File: config.mk
export PLATFORM = sky130hd
export DESIGN_NAME = legacy_mem_router
export DESIGN_NICKNAME = d
export VERILOG_FILES = /design/src/rtl/lmd_pkg.sv /design/src/rtl/lmd_cfg_regs.sv /design/src/rtl/lmd_seg_lookup.sv /design/src/rtl/lmd_route.sv /design/src/rtl/legacy_mem_router.sv
export SDC_FILE = /design/constraint.sdc
export NUM_CORES = 1
export LEC_CHECK = 0
export CAP_MARGIN = 40
export CORE_MARGIN = 4
export CORE_UTILIZATION = 35
export DETAILED_ROUTE_END_ITERATION = 10
export GPL_ROUTABILITY_DRIVEN = 0
export GPL_TIMING_DRIVEN = 0
export PLACE_DENSITY = 0.66
export SLEW_MARGIN = 20
export SYNTH_ARGS = -nofsm -noshare
export SYNTH_HDL_FRONTEND = slang
export SYNTH_SLANG_ARGS = --single-unit
File: constraint.sdc
create_clock -name clk -period 1.6 [get_ports clk]
set_input_delay 0.16 -clock clk [delete_from_list [all_inputs] [get_ports clk]]
set_output_delay 0.16 -clock clk [all_outputs]
set_load 0.01 [all_outputs]
File: src/rtl/lmd_pkg.sv
package lmd_pkg;

    typedef enum logic [0:0] {
        CFG_IDLE   = 1'b0,
        CFG_COMMIT = 1'b1
    } cfg_state_e;

    typedef struct packed {
        logic to_dram;
        logic to_pci;
    } route_t;

endpackage

File: src/rtl/lmd_cfg_regs.sv
module lmd_cfg_regs
    import lmd_pkg::*;
#(
    parameter int          CFG_AW         = 8,
    parameter int          NUM_ATTR_BYTES = 7,
    parameter logic [7:0]  ATTR_BASE      = 8'h59,
    parameter logic [7:0]  SMRAM_OFS      = 8'h72,
    parameter logic [7:0]  SMRAM_RST      = 8'h02
) (
    input  logic                        clk,
    input  logic                        rst_n,
    input  logic                        cfg_wr_en,
    input  logic                        cfg_rd_en,
    input  logic [CFG_AW-1:0]           cfg_addr,
    input  logic [7:0]                  cfg_wdata,
    output logic [7:0]                  cfg_rdata,
    output logic [NUM_ATTR_BYTES*8-1:0] eff_attr,
    output logic [7:0]                  eff_smram
);

    logic [7:0]        stage_attr [NUM_ATTR_BYTES];
    logic [7:0]        work_attr  [NUM_ATTR_BYTES];
    logic [7:0]        stage_smram;
    logic [7:0]        work_smram;
    logic [CFG_AW-1:0] ofs_rel;
    logic              attr_hit;
    logic              smram_hit;
    logic              map_wr;
    logic              commit_en;
    logic [7:0]        rd_mux;
    cfg_state_e        state_q, state_d;

    // offset decode: a relative offset below the base wraps to a large value
    assign ofs_rel   = cfg_addr - CFG_AW'(ATTR_BASE);
    assign attr_hit  = (ofs_rel < CFG_AW'(NUM_ATTR_BYTES));
    assign smram_hit = (cfg_addr == CFG_AW'(SMRAM_OFS));
    assign map_wr    = cfg_wr_en && (attr_hit || smram_hit);

    // commit state register
    always_ff @(posedge clk or negedge rst_n) begin
        if (!rst_n) state_q <= CFG_IDLE;
        else        state_q <= state_d;
    end

    // next state
    always_comb begin
        state_d = state_q;
        unique case (state_q)
            CFG_IDLE:   if (map_wr) state_d = CFG_COMMIT;
            CFG_COMMIT: state_d = map_wr ? CFG_COMMIT : CFG_IDLE;
            default:    state_d = CFG_IDLE;
        endcase
    end

    // state outputs
    always_comb begin
        commit_en = 1'b0;
        unique case (state_q)
            CFG_IDLE:   commit_en = 1'b0;
            CFG_COMMIT: commit_en = 1'b1;
            default:    commit_en = 1'b0;
        endcase
    end

    // staging and working copies
    always_ff @(posedge clk or negedge rst_n) begin
        if (!rst_n) begin
            for (int b = 0; b < NUM_ATTR_BYTES; b++) begin
                stage_attr[b] <= '0;
                work_attr[b]  <= '0;
            end
            stage_smram <= SMRAM_RST;
            work_smram  <= SMRAM_RST;
        end else begin
            for (int b = 0; b < NUM_ATTR_BYTES; b++) begin
                if (cfg_wr_en && attr_hit && (ofs_rel == CFG_AW'(b)))
                    stage_attr[b] <= cfg_wdata;
                if (commit_en)
                    work_attr[b] <= stage_attr[b];
            end
            if (cfg_wr_en && smram_hit) stage_smram <= cfg_wdata;
            if (commit_en)              work_smram  <= stage_smram;
        end
    end

    // read path
    always_comb begin
        rd_mux = '0;
        if (smram_hit) rd_mux = stage_smram;
        for (int b = 0; b < NUM_ATTR_BYTES; b++)
            if (attr_hit && (ofs_rel == CFG_AW'(b))) rd_mux = stage_attr[b];
    end

    always_ff @(posedge clk or negedge rst_n) begin
        if (!rst_n)         cfg_rdata <= '0;
        else if (cfg_rd_en) cfg_rdata <= rd_mux;
    end

    generate
        for (genvar g = 0; g < NUM_ATTR_BYTES; g++) begin : g_flat
            assign eff_attr[g*8 +: 8] = work_attr[g];
        end
    endgenerate

    assign eff_smram = work_smram;

endmodule

File: src/rtl/lmd_seg_lookup.sv
module lmd_seg_lookup #(
    parameter int NUM_ATTR_BYTES = 7,
    localparam int NUM_SEGS      = 2*NUM_ATTR_BYTES - 1
) (
    input  logic [NUM_ATTR_BYTES*8-1:0] eff_attr,
    output logic [NUM_SEGS-1:0]         seg_rd_ok,
    output logic [NUM_SEGS-1:0]         seg_wr_ok
);

    logic unused_attr;
    assign unused_attr = ^eff_attr;

    generate
        for (genvar s = 0; s < NUM_SEGS; s++) begin : g_seg
            localparam int BYTE_IDX = (s + 1) / 2;
            // segment 0 and odd segments take the upper nibble
            localparam int NIB_LSB  = ((s == 0) || (s % 2 == 1)) ? 4 : 0;
            localparam int BASE_BIT = BYTE_IDX*8 + NIB_LSB;
            assign seg_rd_ok[s] = eff_attr[BASE_BIT];
            assign seg_wr_ok[s] = eff_attr[BASE_BIT + 1];
        end
    endgenerate

endmodule

File: src/rtl/lmd_route.sv
module lmd_route
    import lmd_pkg::*;
#(
    parameter int          ADDR_W    = 32,
    parameter int          NUM_SEGS  = 13,
    parameter int          SEG_SHIFT = 14,
    parameter logic [31:0] WIN_LO    = 32'h000A_0000,
    parameter logic [31:0] EXP_LO    = 32'h000C_0000,
    parameter logic [31:0] BIOS_LO   = 32'h000F_0000,
    parameter logic [31:0] LEG_TOP   = 32'h0010_0000,
    parameter int          OPEN_BIT  = 6,
    parameter int          GEN_BIT   = 3
) (
    input  logic              clk,
    input  logic              rst_n,
    input  logic              req_valid,
    input  logic [ADDR_W-1:0] req_addr,
    input  logic              req_write,
    input  logic              req_smm,
    input  logic [NUM_SEGS-1:0] seg_rd_ok,
    input  logic [NUM_SEGS-1:0] seg_wr_ok,
    input  logic [7:0]        smram_ctl,
    output logic              route_valid,
    output logic              route_dram,
    output logic              route_pci
);

    logic [NUM_SEGS-1:0] seg_hit;
    logic                in_win;
    logic                in_seg;
    logic                seg_ok;
    logic                win_ok;
    route_t              dec;
    logic                unused_ctl;

    assign unused_ctl = ^smram_ctl;

    generate
        for (genvar s = 0; s < NUM_SEGS; s++) begin : g_hit
            if (s == 0) begin : g_bios
                assign seg_hit[s] = (req_addr >= ADDR_W'(BIOS_LO)) &&
                                    (req_addr <  ADDR_W'(LEG_TOP));
            end else begin : g_exp
                localparam logic [31:0] LO = EXP_LO + (32'(s - 1) << SEG_SHIFT);
                localparam logic [31:0] HI = LO + (32'd1 << SEG_SHIFT);
                assign seg_hit[s] = (req_addr >= ADDR_W'(LO)) &&
                                    (req_addr <  ADDR_W'(HI));
            end
        end
    endgenerate

    assign in_win = (req_addr >= ADDR_W'(WIN_LO)) && (req_addr < ADDR_W'(EXP_LO));
    assign in_seg = |seg_hit;
    assign seg_ok = req_write ? |(seg_hit & seg_wr_ok) : |(seg_hit & seg_rd_ok);
    assign win_ok = req_smm ? smram_ctl[GEN_BIT] : smram_ctl[OPEN_BIT];

    always_comb begin
        dec = '0;
        if (in_win) begin
            dec.to_dram = win_ok;
            dec.to_pci  = !win_ok;
        end else if (in_seg) begin
            dec.to_dram = seg_ok;
            dec.to_pci  = !seg_ok;
        end
    end

    always_ff @(posedge clk or negedge rst_n) begin
        if (!rst_n) begin
            route_valid <= 1'b0;
            route_dram  <= 1'b0;
            route_pci   <= 1'b0;
        end else begin
            route_valid <= req_valid;
            route_dram  <= req_valid && dec.to_dram;
            route_pci   <= req_valid && dec.to_pci;
        end
    end

endmodule

File: src/rtl/legacy_mem_router.sv
module legacy_mem_router
    import lmd_pkg::*;
#(
    parameter int          ADDR_W         = 32,
    parameter int          NUM_ATTR_BYTES = 7,
    parameter logic [7:0]  ATTR_BASE      = 8'h59,
    parameter logic [7:0]  SMRAM_OFS      = 8'h72,
    parameter logic [7:0]  SMRAM_RST      = 8'h02,
    parameter int          SEG_SHIFT      = 14,
    parameter int          OPEN_BIT       = 6,
    parameter int          GEN_BIT        = 3
) (
    input  logic              clk,
    input  logic              rst_n,
    input  logic              cfg_wr_en,
    input  logic              cfg_rd_en,
    input  logic [7:0]        cfg_addr,
    input  logic [7:0]        cfg_wdata,
    output logic [7:0]        cfg_rdata,
    input  logic              req_valid,
    input  logic [ADDR_W-1:0] req_addr,
    input  logic              req_write,
    input  logic              req_smm,
    output logic              route_valid,
    output logic              route_dram,
    output logic              route_pci
);

    localparam int NUM_SEGS = 2*NUM_ATTR_BYTES - 1;

    logic [NUM_ATTR_BYTES*8-1:0] eff_attr;
    logic [7:0]                  eff_smram;
    logic [NUM_SEGS-1:0]         seg_rd_ok;
    logic [NUM_SEGS-1:0]         seg_wr_ok;

    lmd_cfg_regs #(
        .CFG_AW         (8),
        .NUM_ATTR_BYTES (NUM_ATTR_BYTES),
        .ATTR_BASE      (ATTR_BASE),
        .SMRAM_OFS      (SMRAM_OFS),
        .SMRAM_RST      (SMRAM_RST)
    ) u_regs (
        .clk       (clk),
        .rst_n     (rst_n),
        .cfg_wr_en (cfg_wr_en),
        .cfg_rd_en (cfg_rd_en),
        .cfg_addr  (cfg_addr),
        .cfg_wdata (cfg_wdata),
        .cfg_rdata (cfg_rdata),
        .eff_attr  (eff_attr),
        .eff_smram (eff_smram)
    );

    lmd_seg_lookup #(
        .NUM_ATTR_BYTES (NUM_ATTR_BYTES)
    ) u_lookup (
        .eff_attr  (eff_attr),
        .seg_rd_ok (seg_rd_ok),
        .seg_wr_ok (seg_wr_ok)
    );

    lmd_route #(
        .ADDR_W    (ADDR_W),
        .NUM_SEGS  (NUM_SEGS),
        .SEG_SHIFT (SEG_SHIFT),
        .OPEN_BIT  (OPEN_BIT),
        .GEN_BIT   (GEN_BIT)
    ) u_route (
        .clk         (clk),
        .rst_n       (rst_n),
        .req_valid   (req_valid),
        .req_addr    (req_addr),
        .req_write   (req_write),
        .req_smm     (req_smm),
        .seg_rd_ok   (seg_rd_ok),
        .seg_wr_ok   (seg_wr_ok),
        .smram_ctl   (eff_smram),
        .route_valid (route_valid),
        .route_dram  (route_dram),
        .route_pci   (route_pci)
    );

endmodule

==> results.md <==
* Most common cell after layout, fill and taps aside: dfrtp_1
* Yosys Warn Count at 0
* Fin crit share at 101%
* Syn nets at 450
* Number of synthesized flops with an enable pin at 0
* Ys flop type: dfrtp_1
* RSZ-0062 raised after global routing: true
* Total GRT Usage at 15.7%
* Ant diodes at 0
* Clock Latency Late Sink at 0.34 ns
* Sink Count at 104
* Fin. Hold Viols at 0
* Worst min-delay path class: in2reg
* Die height at 128 um
* Sequential area share after synthesis at 51.9%
* Worst IR Drop VDD at 0.725 mV
* Wire per inst at 19.2 um
* Worst Hold Launch: cfg_wr_en
* Final setup skew at 0.00727 ns
* Slew HR at 55.9%
* Clock transition at path regs at 0.07 ns
* Final setup fails at 1
* Worst-path maximum fanout at 2
* Compound-Gate Fraction of Synth Area at 7.84%
* Mux contribution to synthesized area at 24.5%
* Crit Reg-Reg Startpoint: u_regs.eff_attr[53]$_DFFE_PN0P_
* Crit path DAT at 1.85 ns
* H-tree Lvls at 3
* Global route total overflow at 0
* Initial core utilization at 36.0%
* Core ar. at 13900 sq um
* Min Tclk post-route at 1.62 ns
* Cells after synthesis at 395
* # Max-Cap Violations at 0
* Netlist cell types at 62
* Final WS setup at -0.0235 ns
* Vias at 3463
* CP cell instances: and3b_1, o311ai_2, o221ai_1, o21ai_1, a22oi_2, o21a_1
* Adder-Cell Fraction of Synth Area at 0%
* Setup crit start: u_regs.eff_attr[53]$_DFFE_PN0P_
* Area growth, synth to finish at 23.5%
* Max Slew Vio Count at 0
* Row count at 43
* Hold Path End: u_regs.state_q$_DFF_PN0_
* Outcome: finished, violations left
* Vias per cell at 5.36
* Mean Syn Cell Area at 12.7 sq um
* Num CTS Buffers at 9
* Fin util at 44.4%
* Fmax at 0.616 GHz
* I/O pin cnt at 66
* Async S/R FF share, synth at 100%
* DP Worst Slack at -0.685 ns
* Failing checks: negative setup slack
* Nature of the critical path endpoint: flop
* Final wirelength at 12400 um
* Setup crit start kind: flop
* Die Area at 16300 sq um
* Xor and xnor area share after synthesis at 0%
* Critical path type: reg2reg
* R2R Path End: u_route.route_dram$_DFF_PN0_
* Largest family of logic cells by synthesized area: multiplexers
* CP required at 1.83 ns
* Largest net degree at the start of global routing at 72
* Flop2flop setup slack at -0.02 ns
* # DRC at 0
* Leak at 2.86 nW
* Worst-case clock buffer depth at 2
* Synth area leaders: dfrtp_1 (51%), mux2_2 (17%), mux2i_1 (2.8%)
* Slew @ Worst Pin at 0.661 ns
* Global-route wire length before repair at 20200 um
* Netlist Area Pre-Place at 5010 sq um
* Placed instance area at 5730 sq um
* Die width at 128 um
* Hold path cells at 3
* Initial antenna violation count at 0
* Slowest cell on crit path: dfrtp_1
* Design Area, Final at 6190 sq um
* Reg2reg path depth at 6
* Post-synth top area share at 51.4%
* #FFs+latches synth at 104
* Final nets at 516
* CTS root buf: clkbuf_16
* Highest-count cells in the layout ignoring fill and taps: dfrtp_1 (103), mux2_2 (76), clkdlybuf4s50_1 (31), nand2_1 (23), mux2i_1 (14)
* Pre-antenna DRT Iters at 4
* Post-DP HPWL at 8580 um
* Initial DRC Count at 193
* Post-Synth Simple-Gate Area at 12.6%
* Vias in the first global route at 3859
* CTS tree: done
* FILL cells at 1292
* Share of cells above drive strength 1 at 33.5%
* PD cells at 882 nW/um^2
* Cell type with the highest aggregate area in the netlist: dfrtp_1
* Antenna Violating Nets Remaining at 0
* IO buf count at 46
* Critical Path Max Stage Delay at 0.37 ns
## stage by stage
stage / power [W] / setup TNS [ns] / std cells / hold WS [ns]
2_1_floorplan: 0.00304 / -0.0426 / 395 / -0.136
3_3_place_gp: 0.00328 / -387.29 / 621 / 0.473
3_5_place_dp: 0.00331 / -41.45 / 622 / 0.0730
4_1_cts: 0.00551 / 0 / 647 / 0.143
5_1_grt: 0.00569 / -0.119 / 646 / 0.161
6_report: 0.00546 / -0.0235 / 646 / 0.152
## state kept, by name (all words and copies together), names as in the netlist
signal               count
u_regs.cfg_rdata         8
u_regs.eff_attr         26
u_regs.eff_smram         2
u_regs.stage_attr       56
u_regs.stage_smram       8
u_regs.state_q           1
u_route.route_dram       1
u_route.route_pci        1
u_route.route_valid      1
## cell families (layout without fill, tap and decap cells)
| logic type | count (synthesis) | after routing |
|---|---|---|
| AO/OA/AOI/OAI | 54 | 54 |
| multiplexers | 108 | 108 |
| buffers and inverters | 28 | 99 |
| flip-flops | 104 | 104 |
| AND/OR/NAND/NOR | 101 | 101 |
## repair_timing
item / CTS / global route
resized for setup: 36 / 10
pin swaps: 13 / 8
cloned: 0 / 0
hold buffers: 1 / 0
setup buffers: 8 / 1
setup endpoints to repair: 83 / 5
endpoints found under the hold margin: 33 / 0
## where the power goes
group          internal, W  switching, W  total [W]
Clock              0.00125      0.000930    0.00218
Sequential         0.00273     0.0000713    0.00280
Combinational     0.000234      0.000242   0.000476
Total              0.00422       0.00124    0.00546
## synth_stat cells, types with 3 or more instances
cell type and instances:
a22o_1 3, inv_1 7, nor2_1 14, mux2_2 76
nor2b_1 7, nand3_1 11, nand2_1 24, clkbuf_1 6
o31ai_1 3, a21oi_1 9, buf_6 3, o21ai_0 6
mux2_4 8, nor4b_1 3, a221o_1 5, mux2i_1 14
and3b_1 3, nand3b_1 6, buf_1 3, o2bb2ai_1 4
dfrtp_1 103, buf_2 7, nor3_1 5, a22oi_1 5
o21ai_1 3, mux2_1 10
## final cells by class
type	instances	area, sq um	share of cell area [%]
Inverter	7	26.3	0.424
Clock inverter	5	56.3	0.909
Clock buffer	11	243	3.92
Buffer	19	130	2.10
Timing Repair Buffer	57	551	8.89
Multi-Input combinational cell	263	2360	38.1
Tap cell	180	225	3.64
Sequential cell	104	2600	42.0
## metal layers
metal	up-vias	wire (um)	global-route usage, %
met5	-	0	0
li1	1599	-	-
met2	114	6000	25.9
met3	16	760	3.62
met4	0	172	4.31
met1	1734	5470	20.9
## critical path, delay by kind of cell (launching register included)
family | cells | cell delay (ns)
flip-flops | 1 | 0.37
AO/OA/AOI/OAI | 5 | 0.96
AND/OR/NAND/NOR | 1 | 0.18
## how the worst max path moves through the flow
| stage | to | depth (start not counted) | slack [ns] |
|---|---|---|---|
| 3_5_place_dp | u_regs.cfg_rdata[1]$_DFFE_PN0P_ | 8 | -0.68 |
| 2_1_floorplan | u_regs.stage_attr[32]$_DFFE_PN0P_ | 7 | -0.005 |
| 4_1_cts | u_route.route_pci$_DFF_PN0_ | 7 | 0.002 |
| 3_3_place_gp | u_regs.eff_attr[53]$_DFFE_PN0P_ | 1 | -3.36 |
| 5_1_grt | u_route.route_pci$_DFF_PN0_ | 7 | -0.06 |
| 6_report | u_route.route_dram$_DFF_PN0_ | 6 | -0.02 |
Power figures use the tool's default switching activity.
